File: config.mk
export PLATFORM = sky130hd
export DESIGN_NAME = ow_rom_layer
export DESIGN_NICKNAME = d
export VERILOG_FILES = /design/src/rtl/ow_rom_pkg.sv /design/src/rtl/ow_cmd_collect.sv /design/src/rtl/ow_id_index.sv /design/src/rtl/ow_rom_fsm.sv /design/src/rtl/ow_rom_layer.sv
export SDC_FILE = /design/constraint.sdc
export NUM_CORES = 1
export LEC_CHECK = 0
export CAP_MARGIN = 5
export CORE_MARGIN = 2
export CORE_UTILIZATION = 40
export CTS_BUF_LIST = sky130_fd_sc_hd__clkbuf_2 sky130_fd_sc_hd__clkbuf_4 sky130_fd_sc_hd__clkbuf_8
export DETAILED_ROUTE_END_ITERATION = 7
export PLACE_DENSITY = 0.63
export SLEW_MARGIN = 20
export SYNTH_ARGS = -nofsm -noshare
export SYNTH_HDL_FRONTEND = slang
export SYNTH_HIERARCHICAL = 1
export SYNTH_SLANG_ARGS = --single-unit
File: constraint.sdc
create_clock -name clk -period 3.25 [get_ports clk]
set_input_delay 0.65 -clock clk [delete_from_list [all_inputs] [get_ports clk]]
set_output_delay 0.65 -clock clk [all_outputs]
set_load 0.03 [all_outputs]
File: src/rtl/ow_rom_pkg.sv
// Package ow_rom_pkg
// Shared constants, state types and identity helpers for the single-wire
// addressing layer. Assumes a 64-bit identity of 8 + 48 + 8 bits.
package ow_rom_pkg;

    localparam int ID_W    = 64;
    localparam int CMD_W   = 8;
    localparam int FAM_W   = 8;
    localparam int SER_W   = 48;
    localparam int CRC_W   = ID_W - FAM_W - SER_W;
    localparam int BODY_W  = FAM_W + SER_W;
    localparam int IDX_W   = $clog2(ID_W);

    localparam logic [CMD_W-1:0] CMD_SEARCH = 8'hF0;
    localparam logic [CMD_W-1:0] CMD_READ   = 8'h33;
    localparam logic [CMD_W-1:0] CMD_MATCH  = 8'h55;
    localparam logic [CMD_W-1:0] CMD_SKIP   = 8'hCC;
    localparam logic [CMD_W-1:0] CMD_ALARM  = 8'hEC;

    localparam logic [CRC_W-1:0] CRC_POLY_REFL = 8'h8C;

    typedef enum logic [2:0] {
        ST_CMD,
        ST_READ,
        ST_MATCH,
        ST_SEARCH,
        ST_SEL,
        ST_MUTE
    } rom_state_e;

    typedef enum logic [1:0] {
        PH_TRUE,
        PH_COMP,
        PH_DIR
    } srch_phase_e;

    // CRC over the identity body, bit 0 first, register starting at zero.
    function automatic logic [CRC_W-1:0] body_crc(input logic [BODY_W-1:0] body);
        logic [CRC_W-1:0] acc;
        logic             fb;
        acc = '0;
        for (int i = 0; i < BODY_W; i++) begin
            fb  = acc[0] ^ body[i];
            acc = acc >> 1;
            if (fb) acc = acc ^ CRC_POLY_REFL;
        end
        return acc;
    endfunction

    // Assemble {crc, serial, family}.
    function automatic logic [ID_W-1:0] build_id(input logic [FAM_W-1:0] fam,
                                                 input logic [SER_W-1:0] ser);
        logic [BODY_W-1:0] body;
        body = {ser, fam};
        return {body_crc(body), body};
    endfunction

endpackage

File: src/rtl/ow_cmd_collect.sv
// Module ow_cmd_collect
// Gathers a command word from write slots, first bit into bit 0.
// Presents the complete word in the same cycle as its last bit, together
// with a done flag. Assumes the caller enables shifting only while a
// command is expected. The count wraps on its own after each word.
module ow_cmd_collect #(
    parameter int CMD_W = 8
) (
    input  logic             clk,
    input  logic             rst_n,
    input  logic             clear,
    input  logic             shift_en,
    input  logic             bit_in,
    output logic             done,
    output logic [CMD_W-1:0] code
);
    localparam int            CW   = $clog2(CMD_W);
    localparam logic [CW-1:0] LAST = CW'(CMD_W - 1);

    logic [CW-1:0]    cnt;
    logic [CMD_W-1:0] shreg;

    // Shift the incoming bit in from the top and count the slots.
    always_ff @(posedge clk) begin
        if (!rst_n || clear) begin
            cnt   <= '0;
            shreg <= '0;
        end else if (shift_en) begin
            shreg <= {bit_in, shreg[CMD_W-1:1]};
            cnt   <= (cnt == LAST) ? '0 : cnt + 1'b1;
        end
    end

    // The word is complete when the last slot arrives.
    always_comb begin
        done = shift_en && (cnt == LAST);
        code = {bit_in, shreg[CMD_W-1:1]};
    end

endmodule

File: src/rtl/ow_id_index.sv
// Module ow_id_index
// Bit pointer into the identity. It is cleared when a command starts and
// stepped once per exchanged bit, and it flags the final bit position.
module ow_id_index #(
    parameter int ID_W = 64
) (
    input  logic                    clk,
    input  logic                    rst_n,
    input  logic                    clear,
    input  logic                    step,
    output logic [$clog2(ID_W)-1:0] idx,
    output logic                    last
);
    localparam int             IW  = $clog2(ID_W);
    localparam logic [IW-1:0]  TOP = IW'(ID_W - 1);

    // Advance the pointer; clear takes priority.
    always_ff @(posedge clk) begin
        if (!rst_n || clear) idx <= '0;
        else if (step)       idx <= idx + 1'b1;
    end

    // Final position marker.
    always_comb last = (idx == TOP);

endmodule

File: src/rtl/ow_rom_fsm.sv
// Module ow_rom_fsm
// Sequencer for the addressing commands. It chooses the read-slot answer,
// decides selection and passes write bits to the function layer once
// selected. Assumes strobes last one cycle and that a bus reset strobe
// outranks any slot strobe in the same cycle.
module ow_rom_fsm
    import ow_rom_pkg::*;
(
    input  logic             clk,
    input  logic             rst_n,
    input  logic             bus_reset,
    input  logic             wr_stb,
    input  logic             wr_bit,
    input  logic             rd_req,
    input  logic             alarm_flag,
    input  logic             cmd_done,
    input  logic [CMD_W-1:0] cmd_code,
    input  logic             id_bit,
    input  logic             idx_last,
    output logic             cmd_shift,
    output logic             idx_clear,
    output logic             idx_step,
    output rom_state_e       state,
    output logic             rd_bit,
    output logic             selected,
    output logic             fn_bit_valid,
    output logic             fn_bit
);
    rom_state_e  st_n;
    srch_phase_e phase, ph_n;

    // Next state, pointer control and phase of the search triplet.
    always_comb begin
        st_n      = state;
        ph_n      = phase;
        idx_step  = 1'b0;
        idx_clear = 1'b0;
        if (bus_reset) begin
            st_n      = ST_CMD;
            ph_n      = PH_TRUE;
            idx_clear = 1'b1;
        end else begin
            unique case (state)
                ST_CMD: begin
                    if (cmd_done) begin
                        idx_clear = 1'b1;
                        ph_n      = PH_TRUE;
                        unique case (cmd_code)
                            CMD_READ:   st_n = ST_READ;
                            CMD_MATCH:  st_n = ST_MATCH;
                            CMD_SKIP:   st_n = ST_SEL;
                            CMD_SEARCH: st_n = ST_SEARCH;
                            CMD_ALARM:  st_n = alarm_flag ? ST_SEARCH : ST_MUTE;
                            default:    st_n = ST_MUTE;
                        endcase
                    end
                end
                ST_READ: begin
                    if (rd_req) begin
                        idx_step = 1'b1;
                        if (idx_last) st_n = ST_SEL;
                    end
                end
                ST_MATCH: begin
                    if (wr_stb) begin
                        if (wr_bit != id_bit) begin
                            st_n = ST_MUTE;
                        end else begin
                            idx_step = 1'b1;
                            if (idx_last) st_n = ST_SEL;
                        end
                    end
                end
                ST_SEARCH: begin
                    unique case (phase)
                        PH_TRUE: if (rd_req) ph_n = PH_COMP;
                        PH_COMP: if (rd_req) ph_n = PH_DIR;
                        PH_DIR: begin
                            if (wr_stb) begin
                                if (wr_bit != id_bit || idx_last) begin
                                    st_n = ST_MUTE;
                                end else begin
                                    idx_step = 1'b1;
                                    ph_n     = PH_TRUE;
                                end
                            end
                        end
                        default: ph_n = PH_TRUE;
                    endcase
                end
                default: ;
            endcase
        end
    end

    // State and phase registers.
    always_ff @(posedge clk) begin
        if (!rst_n) begin
            state <= ST_CMD;
            phase <= PH_TRUE;
        end else begin
            state <= st_n;
            phase <= ph_n;
        end
    end

    // Pass-through register toward the function layer.
    always_ff @(posedge clk) begin
        if (!rst_n) begin
            fn_bit_valid <= 1'b0;
            fn_bit       <= 1'b0;
        end else begin
            fn_bit_valid <= wr_stb && !bus_reset && (state == ST_SEL);
            if (wr_stb) fn_bit <= wr_bit;
        end
    end

    // Read-slot answer: identity bits only while exchanging, else release.
    always_comb begin
        unique case (state)
            ST_READ:   rd_bit = id_bit;
            ST_SEARCH: rd_bit = (phase == PH_TRUE) ? id_bit :
                                (phase == PH_COMP) ? ~id_bit : 1'b1;
            default:   rd_bit = 1'b1;
        endcase
    end

    // Command bits are taken only while collecting.
    always_comb begin
        cmd_shift = wr_stb && !bus_reset && (state == ST_CMD);
        selected  = (state == ST_SEL);
    end

endmodule

File: src/rtl/ow_rom_layer.sv
// Module ow_rom_layer
// Top of the addressing layer. Builds the fixed identity from the family
// and serial parameters and wires the command collector, the identity bit
// pointer and the sequencer together. Assumes decoded one-cycle slot strobes.
module ow_rom_layer
    import ow_rom_pkg::*;
#(
    parameter logic [FAM_W-1:0] FAMILY = 8'h10,
    parameter logic [SER_W-1:0] SERIAL = 48'h00A1_B2C3_D4E5
) (
    input  logic clk,
    input  logic rst_n,
    input  logic bus_reset,
    input  logic wr_stb,
    input  logic wr_bit,
    input  logic rd_req,
    input  logic alarm_flag,
    output logic rd_bit,
    output logic selected,
    output logic fn_bit_valid,
    output logic fn_bit
);
    localparam logic [ID_W-1:0] IDENT = build_id(FAMILY, SERIAL);

    logic             cmd_shift, cmd_done;
    logic [CMD_W-1:0] cmd_code;
    logic             idx_clear, idx_step, idx_last;
    logic [IDX_W-1:0] idx;
    logic             id_bit;
    rom_state_e       fsm_state;

    ow_cmd_collect #(.CMD_W(CMD_W)) u_cmd (
        .clk      (clk),
        .rst_n    (rst_n),
        .clear    (bus_reset),
        .shift_en (cmd_shift),
        .bit_in   (wr_bit),
        .done     (cmd_done),
        .code     (cmd_code)
    );

    ow_id_index #(.ID_W(ID_W)) u_idx (
        .clk   (clk),
        .rst_n (rst_n),
        .clear (idx_clear),
        .step  (idx_step),
        .idx   (idx),
        .last  (idx_last)
    );

    // Identity bit under the pointer.
    always_comb id_bit = IDENT[idx];

    ow_rom_fsm u_fsm (
        .clk          (clk),
        .rst_n        (rst_n),
        .bus_reset    (bus_reset),
        .wr_stb       (wr_stb),
        .wr_bit       (wr_bit),
        .rd_req       (rd_req),
        .alarm_flag   (alarm_flag),
        .cmd_done     (cmd_done),
        .cmd_code     (cmd_code),
        .id_bit       (id_bit),
        .idx_last     (idx_last),
        .cmd_shift    (cmd_shift),
        .idx_clear    (idx_clear),
        .idx_step     (idx_step),
        .state        (fsm_state),
        .rd_bit       (rd_bit),
        .selected     (selected),
        .fn_bit_valid (fn_bit_valid),
        .fn_bit       (fn_bit)
    );

endmodule

==> metrics.md, run 1 <==
| Metric | Value |
|---|---|
| Type of element launching the critical path | flop |
| Pwr/cell area | 282 nW/µm² |
| Post-DR wirelength/cell | 14.3 µm |
| Worst Max-Slew Pin Slew | ~0.54 ns |
| Family of cells with the greatest summed delay on the critical path | compound AO/OA/AOI/OAI gates |
| Total net switching power | between 0.1 and 0.15 mW |
| Maximum number of pins on one net before global-route repair | 17 |
| Switching Fraction | 0.235 |
| Area grow syn2layout | 12.7% |
| Ratio of routed vias to standard cells | between 5 and 6 |
| Antenna violations before repair | 0 |
| Slew Viols, Final | 0 |
| Starting Density | 0.420 |
| Critical path peak fanout | 9 |
| Multi-input gate area in the final layout | between 900 and 1000 µm² |
| Share of power burned in the clock network | 0.291 |
| Unrepaired setup endpoints after global routing | false |
| Count of standard-cell rows | 21 |
| Delay of the slowest cell on the worst path | approximately 0.42 ns |
| Number of instances in the placed design | 221 |
| Total via count in the routed design | 1,278 |
| First-pass iteration count of the detailed router | 4 |
| Root Buffer Master | sky130_fd_sc_hd__clkbuf_4 |
| Unique cell type count in the Yosys netlist | 52 |
| Final clock period utilization by the worst path | 0.876 |
| Static power due to leakage | 0.524 nW |
| Total setup violations reported at the end of the flow | 0 |
| Number of buffer and inverter stages on the critical path | 1 |
| Clock Tree Buf Depth | 2 |
| Post-synth ARST share | 0 |
| Clock transition at path regs | 0.13 ns |
| Internal portion of total power | 0.347 mW |
| Proportion of power drawn by combinational gates | 0.082 |
| Share of power burned in registers | 0.627 |
| Arrival time at the worst endpoint | around 2.2 ns |
| Worst setup path category | reg -> out |
| Proportion of layout cells with a drive suffix above 1 | 0.0782 |
| Portion of the post-synthesis area used by sequential elements | 0.323 |
| Number of global-route vias before repair | 1,204 |
| GRT Overall Usage | 0.173 |
| Number of nets in the synthesized netlist | between 150 and 200 |
| Nets | 190 |
| Remaining antenna violation count after routing | 0 |
| HPWL reported at the end of detailed placement | 2420 µm |
| Number of DRC violations after detailed-routing iteration 0 | 123 |
| Clock tree from TritonCTS | yes |
| Routed wire length | around 3200 µm |
| EDFF count, synth | 0 |
| Worst Clk Skew | 0.0118 ns |
| #FFs+latches synth | 23 |
| Global-route wire length before repair | ~5600 µm |
| Fillers | 341 |
| Sort of element at the end of the critical path | primary output |
| CTS buffer count | 3 |
| Number of antenna diodes | 0 |
| Final hold slack | 0.487 ns |
| Final period demand of the worst path | 2.85 ns |
| Die extent in y | about 64 µm |
| Overflow after GRT | 0 |
| Post-Syn Instances | 168 |
| Synthesis warning total | 6 |
| Die extent in x | between 60 and 70 µm |
| Result of the run | finished, final reports clean |
| Ports | 11 |
| Setup_tns | 0 ns |
| Number of non-filler instances in the completed layout | 225 |
| Input/output buffers | 10 |
| Register cell area after layout | 462 µm² |
| Post-layout util | 0.474 |
| Most frequent cells in the layout | sky130_fd_sc_hd__dfxtp_1, sky130_fd_sc_hd__nor2_1, sky130_fd_sc_hd__a21oi_1, sky130_fd_sc_hd__mux2i_1, sky130_fd_sc_hd__clkdlybuf4s50_1 |
| Placeable Area | 3390 µm² |
| Critical path's slowest cell | sky130_fd_sc_hd__dfxtp_1 |
| Remaining DRCs | 0 |
| Number of hold violations in the final report | 0 |
| Class of the tightest hold or removal check | reg -> reg |
| FMAX | approximately 350 MHz |
| Syn_area_per_cell | 8.48 µm² |
| Worst slew margin relative to its limit | 0.641 |
| Most frequent standard cell in the layout excluding fill and tap cells | sky130_fd_sc_hd__dfxtp_1 |
| CP required | about 2.6 ns |
| Final RePlAce weighted congestion | about 0.80 |
| H-tree level count | 1 |
| Top_reg_cell synth | sky130_fd_sc_hd__dfxtp_1 |
| Clock latency reported for the late side of the worst-skew pair | around 0.31 ns |
| List of cells traversed by the critical path | or2_1 > a21oi_1 > o22ai_1 > o21ai_2 > nand3_1 > o21a_1 > o22ai_1 > nand3_1 > dlymetal6s2s_1 |
| Clock sink count | 23 |
| Max Cap Viol | 0 |
| Mapped cell area | 1430 µm² |
| Die ar. | 4060 µm² |
| Maximum ir drop on the vdd rail | around 0.20 mV |
==> cells by family (layout without fill, tap and decap cells) <==
group	Yosys count	count (layout)	synth area share
multiplexers	12	12	0.0843
adder cells (fa/ha/maj)	3	3	0.0263
flip-flops	23	23	0.323
buffers and inverters	14	25	0.0448
AND/OR/NAND/NOR	68	68	0.287
XOR/XNOR	6	6	0.0422
AO/OA/AOI/OAI	42	42	0.192
==> layout make-up <==
type / instances / area share
Tap cell: 46 / 0.0358
Clock buffer: 3 / 0.0140
Multi-Input combinational cell: 131 / 0.563
Timing Repair Buffer: 13 / 0.0779
Clock inverter: 1 / 0.00312
Inverter: 8 / 0.0187
Sequential cell: 23 / 0.287
==> synthesized netlist by cell type, types with 3 or more instances <==
cell type,count,area [µm²]
sky130_fd_sc_hd__dfxtp_1,23,460
sky130_fd_sc_hd__nor2_1,18,67.6
sky130_fd_sc_hd__a21oi_1,12,60.1
sky130_fd_sc_hd__mux2i_1,12,120
sky130_fd_sc_hd__inv_1,8,30.0
sky130_fd_sc_hd__nand2b_1,7,43.8
sky130_fd_sc_hd__nand2_1,6,22.5
sky130_fd_sc_hd__nand3_1,6,30.0
sky130_fd_sc_hd__o21ai_0,5,25.0
sky130_fd_sc_hd__a31oi_1,4,25.0
sky130_fd_sc_hd__nor3_1,4,20.0
sky130_fd_sc_hd__buf_2,3,15.0
sky130_fd_sc_hd__ha_1,3,37.5
sky130_fd_sc_hd__nand3b_1,3,22.5
sky130_fd_sc_hd__nor2b_1,3,18.8
sky130_fd_sc_hd__o211ai_1,3,22.5
sky130_fd_sc_hd__o31ai_1,3,22.5
sky130_fd_sc_hd__xor2_1,3,26.3
==> power groups by stage <==
stage | Sequential (mW) | Combinational (mW) | Clock [mW]
floorplan | 0.292 | 0.0190 | 0
global placement | 0.291 | 0.0363 | 0
detailed placement | 0.291 | 0.0374 | 0
CTS | 0.284 | 0.0374 | 0.138
global route | 0.285 | 0.0402 | 0.151
finish | 0.284 | 0.0373 | 0.132
==> metrics by stage <==
| step | worst slack, ns | power (mW) | area (µm²) |
|---|---|---|---|
| after detailed placement | 0.261 | 0.328 | 1570 |
| final | 0.404 | 0.454 | 1610 |
| after global placement | 0.369 | 0.327 | 1570 |
| after global routing | 0.192 | 0.476 | 1610 |
| after floorplan | 0.433 | 0.311 | 1430 |
| after CTS | 0.0532 | 0.460 | 1600 |
==> repair_timing <==
action,in CTS,in global routing
hold endpoints to repair,0,0
buffers inserted,0,0
resized for setup,2,1
setup endpoints to repair,1,1
hold buffers,0,0
pin swaps,0,0
==> sequential cells by signal, indices dropped and copies added (netlist names) <==
name                cells
u_fsm/fn_bit            1
u_idx/idx               6
u_fsm/state             3
u_fsm/phase             2
u_cmd/shreg             7
u_fsm/fn_bit_valid      1
u_cmd/cnt               3
==> routing by layer <==
layer  vias to the layer above  GRT usage  wire length [µm]
li1                        641          -                 -
met1                       594      0.233              1520
met2                        39      0.283              1490
met3                         4     0.0250               161
met4                         0     0.0571                48
met5                         -          0                 0
==> path summary, 6_finish.rpt <==
path | start | endpoint | slack, ns | cells after the start
min | u_cmd/cnt[1] | u_cmd/cnt[1] | 0.49 | 2
max | u_idx/idx[2] | rd_bit | 0.40 | 9
max reg2reg | u_idx/idx[2] | u_idx/idx[5] | 0.68 | 12
min reg2reg | u_cmd/cnt[1] | u_cmd/cnt[1] | 0.49 | 2
==> worst min-delay path, stage by stage (launching register included) <==
cell and delay, ns:
sky130_fd_sc_hd__dfxtp_1 0.34, sky130_fd_sc_hd__nand2b_1 0.06, sky130_fd_sc_hd__a21oi_1 0.05
Note: power is estimated with default switching activity, not from simulation.
==> inputs of run 2 (changes only) <==
CORE_ASPECT_RATIO = 1.5   (was default)
==> metrics.md, run 2 (synthesis results as in run 1) <==
| Metric | Value |
|---|---|
| Result of the run | finished, final reports clean |
| Maximum number of pins on one net before global-route repair | 17 |
| Root Buffer Master | sky130_fd_sc_hd__clkbuf_8 |
| Most frequent cells in the layout | sky130_fd_sc_hd__dfxtp_1, sky130_fd_sc_hd__nor2_1, sky130_fd_sc_hd__a21oi_1, sky130_fd_sc_hd__mux2i_1, sky130_fd_sc_hd__clkdlybuf4s50_1 |
| Worst Hold Depth | 2 |
| Leading registers by flop count | u_cmd/shreg x7, u_idx/idx x6 |
| FMAX | roughly 350 MHz |
| Ports | 11 |
| Nets | 189 |
| Largest Register | u_cmd/shreg |
| Arrival time at the worst endpoint | 2.19 ns |
| Placeable Area | 3420 µm² |
| Proportion of layout cells with a drive suffix above 1 | 0.0787 |
| Number of global-route vias before repair | 1,243 |
| Area grow syn2layout | 13.7% |
| Die ar. | 4070 µm² |
| Unrepaired setup endpoints after global routing | false |
| Remaining DRCs | 0 |
| Worst Max-Slew Pin Slew | 0.530 ns |
| Share of power burned in the clock network | 0.360 |
| Most frequent standard cell in the layout excluding fill and tap cells | sky130_fd_sc_hd__dfxtp_1 |
| Worst slew margin relative to its limit | 0.646 |
| Critical path peak fanout | 9 |
| Global-route wire length before repair | between 5000 and 6000 µm |
| Setup_tns | 0 ns |
| Total via count in the routed design | 1,255 |
| Sort of element at the end of the critical path | primary output |
| Final period demand of the worst path | approximately 2.8 ns |
| Fillers | ~350 |
| Class of the tightest hold or removal check | reg -> reg |
| Proportion of power drawn by combinational gates | 0.073 |
| GRT Overall Usage | 0.167 |
| Worst setup path category | reg -> out |
| Die extent in x | 52.7 µm |
| Met1 layer wirelength in the final routing | 1450 µm |
| Count of buffers added by post-CTS timing repair for setup | 0 |
| Remaining antenna violation count after routing | 0 |
| Type of element launching the critical path | flop |
| Clock Tree Buf Depth | 2 |
| Number of DRC violations after detailed-routing iteration 0 | 22 |
| Ratio of routed vias to standard cells | 5.70 |
| Maximum ir drop on the vdd rail | between 0.2 and 0.25 mV |
| Wire length on met2 | 1660 µm |
| Static power due to leakage | 0.530 nW |
| Total net switching power | 0.105 mW |
| Overflow after GRT | 0 |
| Total setup violations reported at the end of the flow | 0 |
| Antenna violations before repair | 0 |
| HPWL reported at the end of detailed placement | 2360 µm |
| Max Cap Viol | 0 |
| Switching Fraction | 0.210 |
| Number of antenna diodes | 0 |
| Worst Clk Skew | between 0.005 and 0.006 ns |
| Slew Viols, Final | 0 |
| Share of power burned in registers | 0.567 |
| Clock sink count | 23 |
| Register-to-Register Path Depth | 12 |
| Number of instances in the placed design | about 220 |
| Number of non-filler instances in the completed layout | 220 |
| Pwr/cell area | ~310 nW/µm² |
| Routed wire length | 3200 µm |
| H-tree level count | 1 |
| Starting Density | 0.417 |
| Final clock period utilization by the worst path | 0.874 |
| Uppermost layer routed | met4 |
| Final RePlAce weighted congestion | 0.847 |
| Number of hold violations in the final report | 0 |
| Count of standard-cell rows | 26 |
| Clock latency reported for the late side of the worst-skew pair | 0.26 ns |
| Met3 layer wire length in the routed design | 65 µm |
| Max FFs per register | 7 |
| Clock tree from TritonCTS | yes |
| CTS buffer count | 3 |
| First-pass iteration count of the detailed router | 4 |
| Post-DR wirelength/cell | roughly 15 µm |
| CP required | 2.60 ns |
| Input/output buffers | 10 |
| Clock transition at path regs | 0.08 ns |
| Die extent in y | 77.1 µm |
| Internal portion of total power | 0.396 mW |
## run 2: metrics by stage
stage	hold WS (ns)	setup slack [ns]	total power, mW	util	cell area, µm²
after floorplan	0.450	0.433	0.311	-	1430
after global placement	0.458	0.340	0.327	0.458	1560
after detailed placement	0.478	0.201	0.327	0.458	1560
after CTS	0.493	0.0223	0.508	0.473	1620
after global routing	0.513	0.244	0.528	0.474	1620
final	0.488	0.408	0.501	0.474	1620
## run 2: worst paths after layout
kind	start	slack (ns)	end
setup / recovery	u_idx/idx[2]	0.41	rd_bit
hold / removal	u_cmd/cnt[1]	0.49	u_cmd/cnt[1]
setup reg to reg	u_idx/idx[2]	0.62	u_idx/idx[5]
hold reg to reg	u_cmd/cnt[1]	0.49	u_cmd/cnt[1]
## run 2: layout make-up
cell class                      count  area [µm²]  area share
Sequential cell                    23         462       0.285
Inverter                            8        30.0      0.0185
Clock buffer                        4        48.8      0.0301
Timing Repair Buffer               12         118      0.0726
Tap cell                           42        52.6      0.0324
Multi-Input combinational cell    131         910       0.561
## run 2: layer usage
layer | vias up | track usage
li1 | 633 | -
met1 | 607 | 0.201
met2 | 13 | 0.303
met3 | 2 | 0.0175
met4 | 0 | 0.0385
met5 | - | 0
## run 2: critical path: stages (launching register included)
cell                             delay [ns]
sky130_fd_sc_hd__dfxtp_1               0.41
sky130_fd_sc_hd__or2_1                 0.27
sky130_fd_sc_hd__a21oi_1               0.15
sky130_fd_sc_hd__o22ai_1               0.12
sky130_fd_sc_hd__o21ai_2               0.26
sky130_fd_sc_hd__nand3_1               0.12
sky130_fd_sc_hd__o21a_1                0.14
sky130_fd_sc_hd__o22ai_1               0.12
sky130_fd_sc_hd__nand3_1               0.09
sky130_fd_sc_hd__dlymetal6s2s_1        0.27
## run 2: repair_timing
action	4_1_cts	5_1_grt
resized for setup	1	2
hold buffers	0	0
cloned	0	0
setup endpoints to repair	1	1
pin swaps	0	0
## run 2: power groups by stage
stage	combinational, mW	sequential [mW]	clock [mW]
detailed placement	0.0367	0.291	0
CTS	0.0367	0.284	0.187
global placement	0.0359	0.291	0
global route	0.0400	0.284	0.203
finish	0.0367	0.284	0.180
floorplan	0.0190	0.292	0
==> inputs of run 3 (changes only) <==
MAX_ROUTING_LAYER = met4   (was default)
==> metrics.md, run 3 (synthesis results as in run 1) <==
| Metric | Value |
|---|---|
| Arrival time at the worst endpoint | 2.19 ns |
| Share of power burned in the clock network | 0.360 |
| Final hold slack | 0.488 ns |
| Critical path peak fanout | 9 |
| Total via count in the routed design | 1,255 |
| Overflow after GRT | 0 |
| FMAX | roughly 350 MHz |
| Worst Max-Slew Pin Slew | 0.528 ns |
| Least setup slack across all paths after layout | 0.406 ns |
| CTS buffer count | 3 |
| Count of buffers added by post-CTS timing repair for setup | 0 |
| Switching Fraction | 0.210 |
| Overall power of the completed layout | about 0.5 mW |
| Class of the tightest hold or removal check | reg -> reg |
| Total net switching power | around 0.11 mW |
| Setup slack of the most critical reg-to-reg path | 0.62 ns |
| Count of hold-fix buffers inserted at cts | 0 |
| Ratio of routed vias to standard cells | 5.70 |
| Area grow syn2layout | 13.7% |
| Worst Clk Skew | 0.00588 ns |
| HPWL reported at the end of detailed placement | 2360 µm |
| Setup_tns | 0 ns |
| Routed wire length | 3190 µm |
| Ports | 11 |
| Antenna violations before repair | 0 |
| Largest Register | u_cmd/shreg |
| Pwr/cell area | 309 nW/µm² |
| Worst setup path category | reg -> out |
| Max Cap Viol | 0 |
| Root Buffer Master | sky130_fd_sc_hd__clkbuf_8 |
| Input/output buffers | 10 |
| Remaining DRCs | 0 |
| Post-placement cell area | 1560 µm² |
| End of the worst hold path | u_cmd/cnt[1] |
| Type of element launching the critical path | flop |
| Family of cells with the greatest summed delay on the critical path | compound AO/OA/AOI/OAI gates |
| Maximum number of pins on one net before global-route repair | 17 |
| Placeable Area | 3420 µm² |
| Internal portion of total power | just under 0.4 mW |
| Register cell area after layout | between 400 and 500 µm² |
| Remaining antenna violation count after routing | 0 |
| Die ar. | 4070 µm² |
| Die extent in x | approximately 53 µm |
| Multi-input gate area in the final layout | around 910 µm² |
| Clock tree from TritonCTS | yes |
| Number of DRC violations after detailed-routing iteration 0 | 22 |
| Leading registers by flop count | u_cmd/shreg x7, u_idx/idx x6 |
| Post-DR wirelength/cell | 14.5 µm |
| Startpoint of the worst hold path | u_cmd/cnt[1] |
| Clock transition at path regs | 0.08 ns |
| Proportion of power drawn by combinational gates | 0.073 |
| Worst slew margin relative to its limit | 0.647 |
| Worst Hold Depth | 2 |
| CP required | 2.60 ns |
| Final period demand of the worst path | 2.84 ns |
| Total setup violations reported at the end of the flow | 0 |
| Critical path's slowest cell | sky130_fd_sc_hd__dfxtp_1 |
| Global-route wire length before repair | 5350 µm |
| Critical register-to-register path endpoint | u_idx/idx[5] |
| Count of standard-cell rows | 26 |
| Maximum ir drop on the vdd rail | 0.247 mV |
| Slew Viols, Final | 0 |
| Number of hold violations in the final report | 0 |
| Worst setup path startpoint | u_idx/idx[2] |
| Final clock period utilization by the worst path | 0.875 |
| Clock latency reported for the late side of the worst-skew pair | 0.26 ns |
| Die extent in y | 77.1 µm |
| Proportion of layout cells with a drive suffix above 1 | 0.0787 |
| Result of the run | finished, final reports clean |
| Clock sink count | 23 |
| Number of non-filler instances in the completed layout | 220 |
| Number of global-route vias before repair | between 1,000 and 1,500 |
| First-pass iteration count of the detailed router | 4 |
| Fillers | 353 |
| Delay of the slowest cell on the worst path | 0.41 ns |
| Most frequent cells in the layout | sky130_fd_sc_hd__dfxtp_1, sky130_fd_sc_hd__nor2_1, sky130_fd_sc_hd__a21oi_1, sky130_fd_sc_hd__mux2i_1, sky130_fd_sc_hd__clkdlybuf4s50_1 |
| List of cells traversed by the critical path | or2_1 > a21oi_1 > o22ai_1 > o21ai_2 > nand3_1 > o21a_1 > o22ai_1 > nand3_1 > dlymetal6s2s_1 |
| Number of buffer and inverter stages on the critical path | 1 |
| Sort of element at the end of the critical path | primary output |
| GRT Overall Usage | 0.171 |
| Most frequent standard cell in the layout excluding fill and tap cells | sky130_fd_sc_hd__dfxtp_1 |
| Number of instances in the placed design | between 200 and 250 |
| Worst Setup Slack post-DPL | 0.201 ns |
| Unrepaired setup endpoints after global routing | false |
| Post-layout util | 0.474 |
| Nets | 189 |
| H-tree level count | 1 |
| Layout Cell Area excl Fill | 1620 µm² |
| Final RePlAce weighted congestion | 0.860 |
| Static power due to leakage | 0.530 nW |
| Max FFs per register | 7 |
| Reg-to-reg startpoint | u_idx/idx[2] |
| Clock Tree Buf Depth | 2 |
| Number of antenna diodes | 0 |
| Starting Density | 0.417 |
| Share of power burned in registers | 0.567 |
| Register-to-Register Path Depth | 12 |
-- run 3: cell counts in the layout (fill, tap and decap cells not counted) --
Identical to the previous run, type by type.
-- run 3: area by class of cell --
type                    instances  area share
inverters                       8      0.0185
well taps                      42      0.0324
multi-input cells             131       0.561
clock buffers                   4      0.0301
repair buffers                 12      0.0726
flip-flops and latches         23       0.285
-- run 3: how the worst max path moves through the flow --
stage	endpoint	slack [ns]	depth (start not counted)
CTS	rd_bit	0.02	9
finish	rd_bit	0.41	9
global route	rd_bit	0.24	9
detailed placement	rd_bit	0.20	9
global placement	rd_bit	0.34	9
floorplan	u_idx/idx[5]	0.43	11
-- run 3: worst reg2reg max path, cell delays in order (launching register included) --
cell,delay [ns]
sky130_fd_sc_hd__dfxtp_1,0.41
sky130_fd_sc_hd__or2_1,0.27
sky130_fd_sc_hd__a21oi_1,0.15
sky130_fd_sc_hd__o22ai_1,0.12
sky130_fd_sc_hd__o21ai_2,0.26
sky130_fd_sc_hd__xor2_2,0.17
sky130_fd_sc_hd__nor2_1,0.13
sky130_fd_sc_hd__a21oi_1,0.09
sky130_fd_sc_hd__nor4_1,0.18
sky130_fd_sc_hd__buf_4,0.19
sky130_fd_sc_hd__nand4_2,0.10
sky130_fd_sc_hd__or3_1,0.37
sky130_fd_sc_hd__a21oi_1,0.14
-- run 3: repair_timing --
action                                  CTS  global route
endpoints found under the hold margin     0             0
resized for setup                         1             2
endpoints found under the setup margin    1             1
-- run 3: power groups by stage --
stage,clock (mW),combinational [mW],sequential (mW)
after floorplan,0,0.0190,0.292
after global placement,0,0.0359,0.291
after detailed placement,0,0.0367,0.291
after CTS,0.187,0.0367,0.284
after global routing,0.203,0.0400,0.284
final,0.180,0.0368,0.284
-- run 3: metal layers --
layer	routed length, µm	vias up	global-route usage
li1	-	633	-
met1	1450	607	0.203
met5	0	-	-
met2	1660	13	0.303
met3	65	2	0.0175
met4	17	0	0.0385
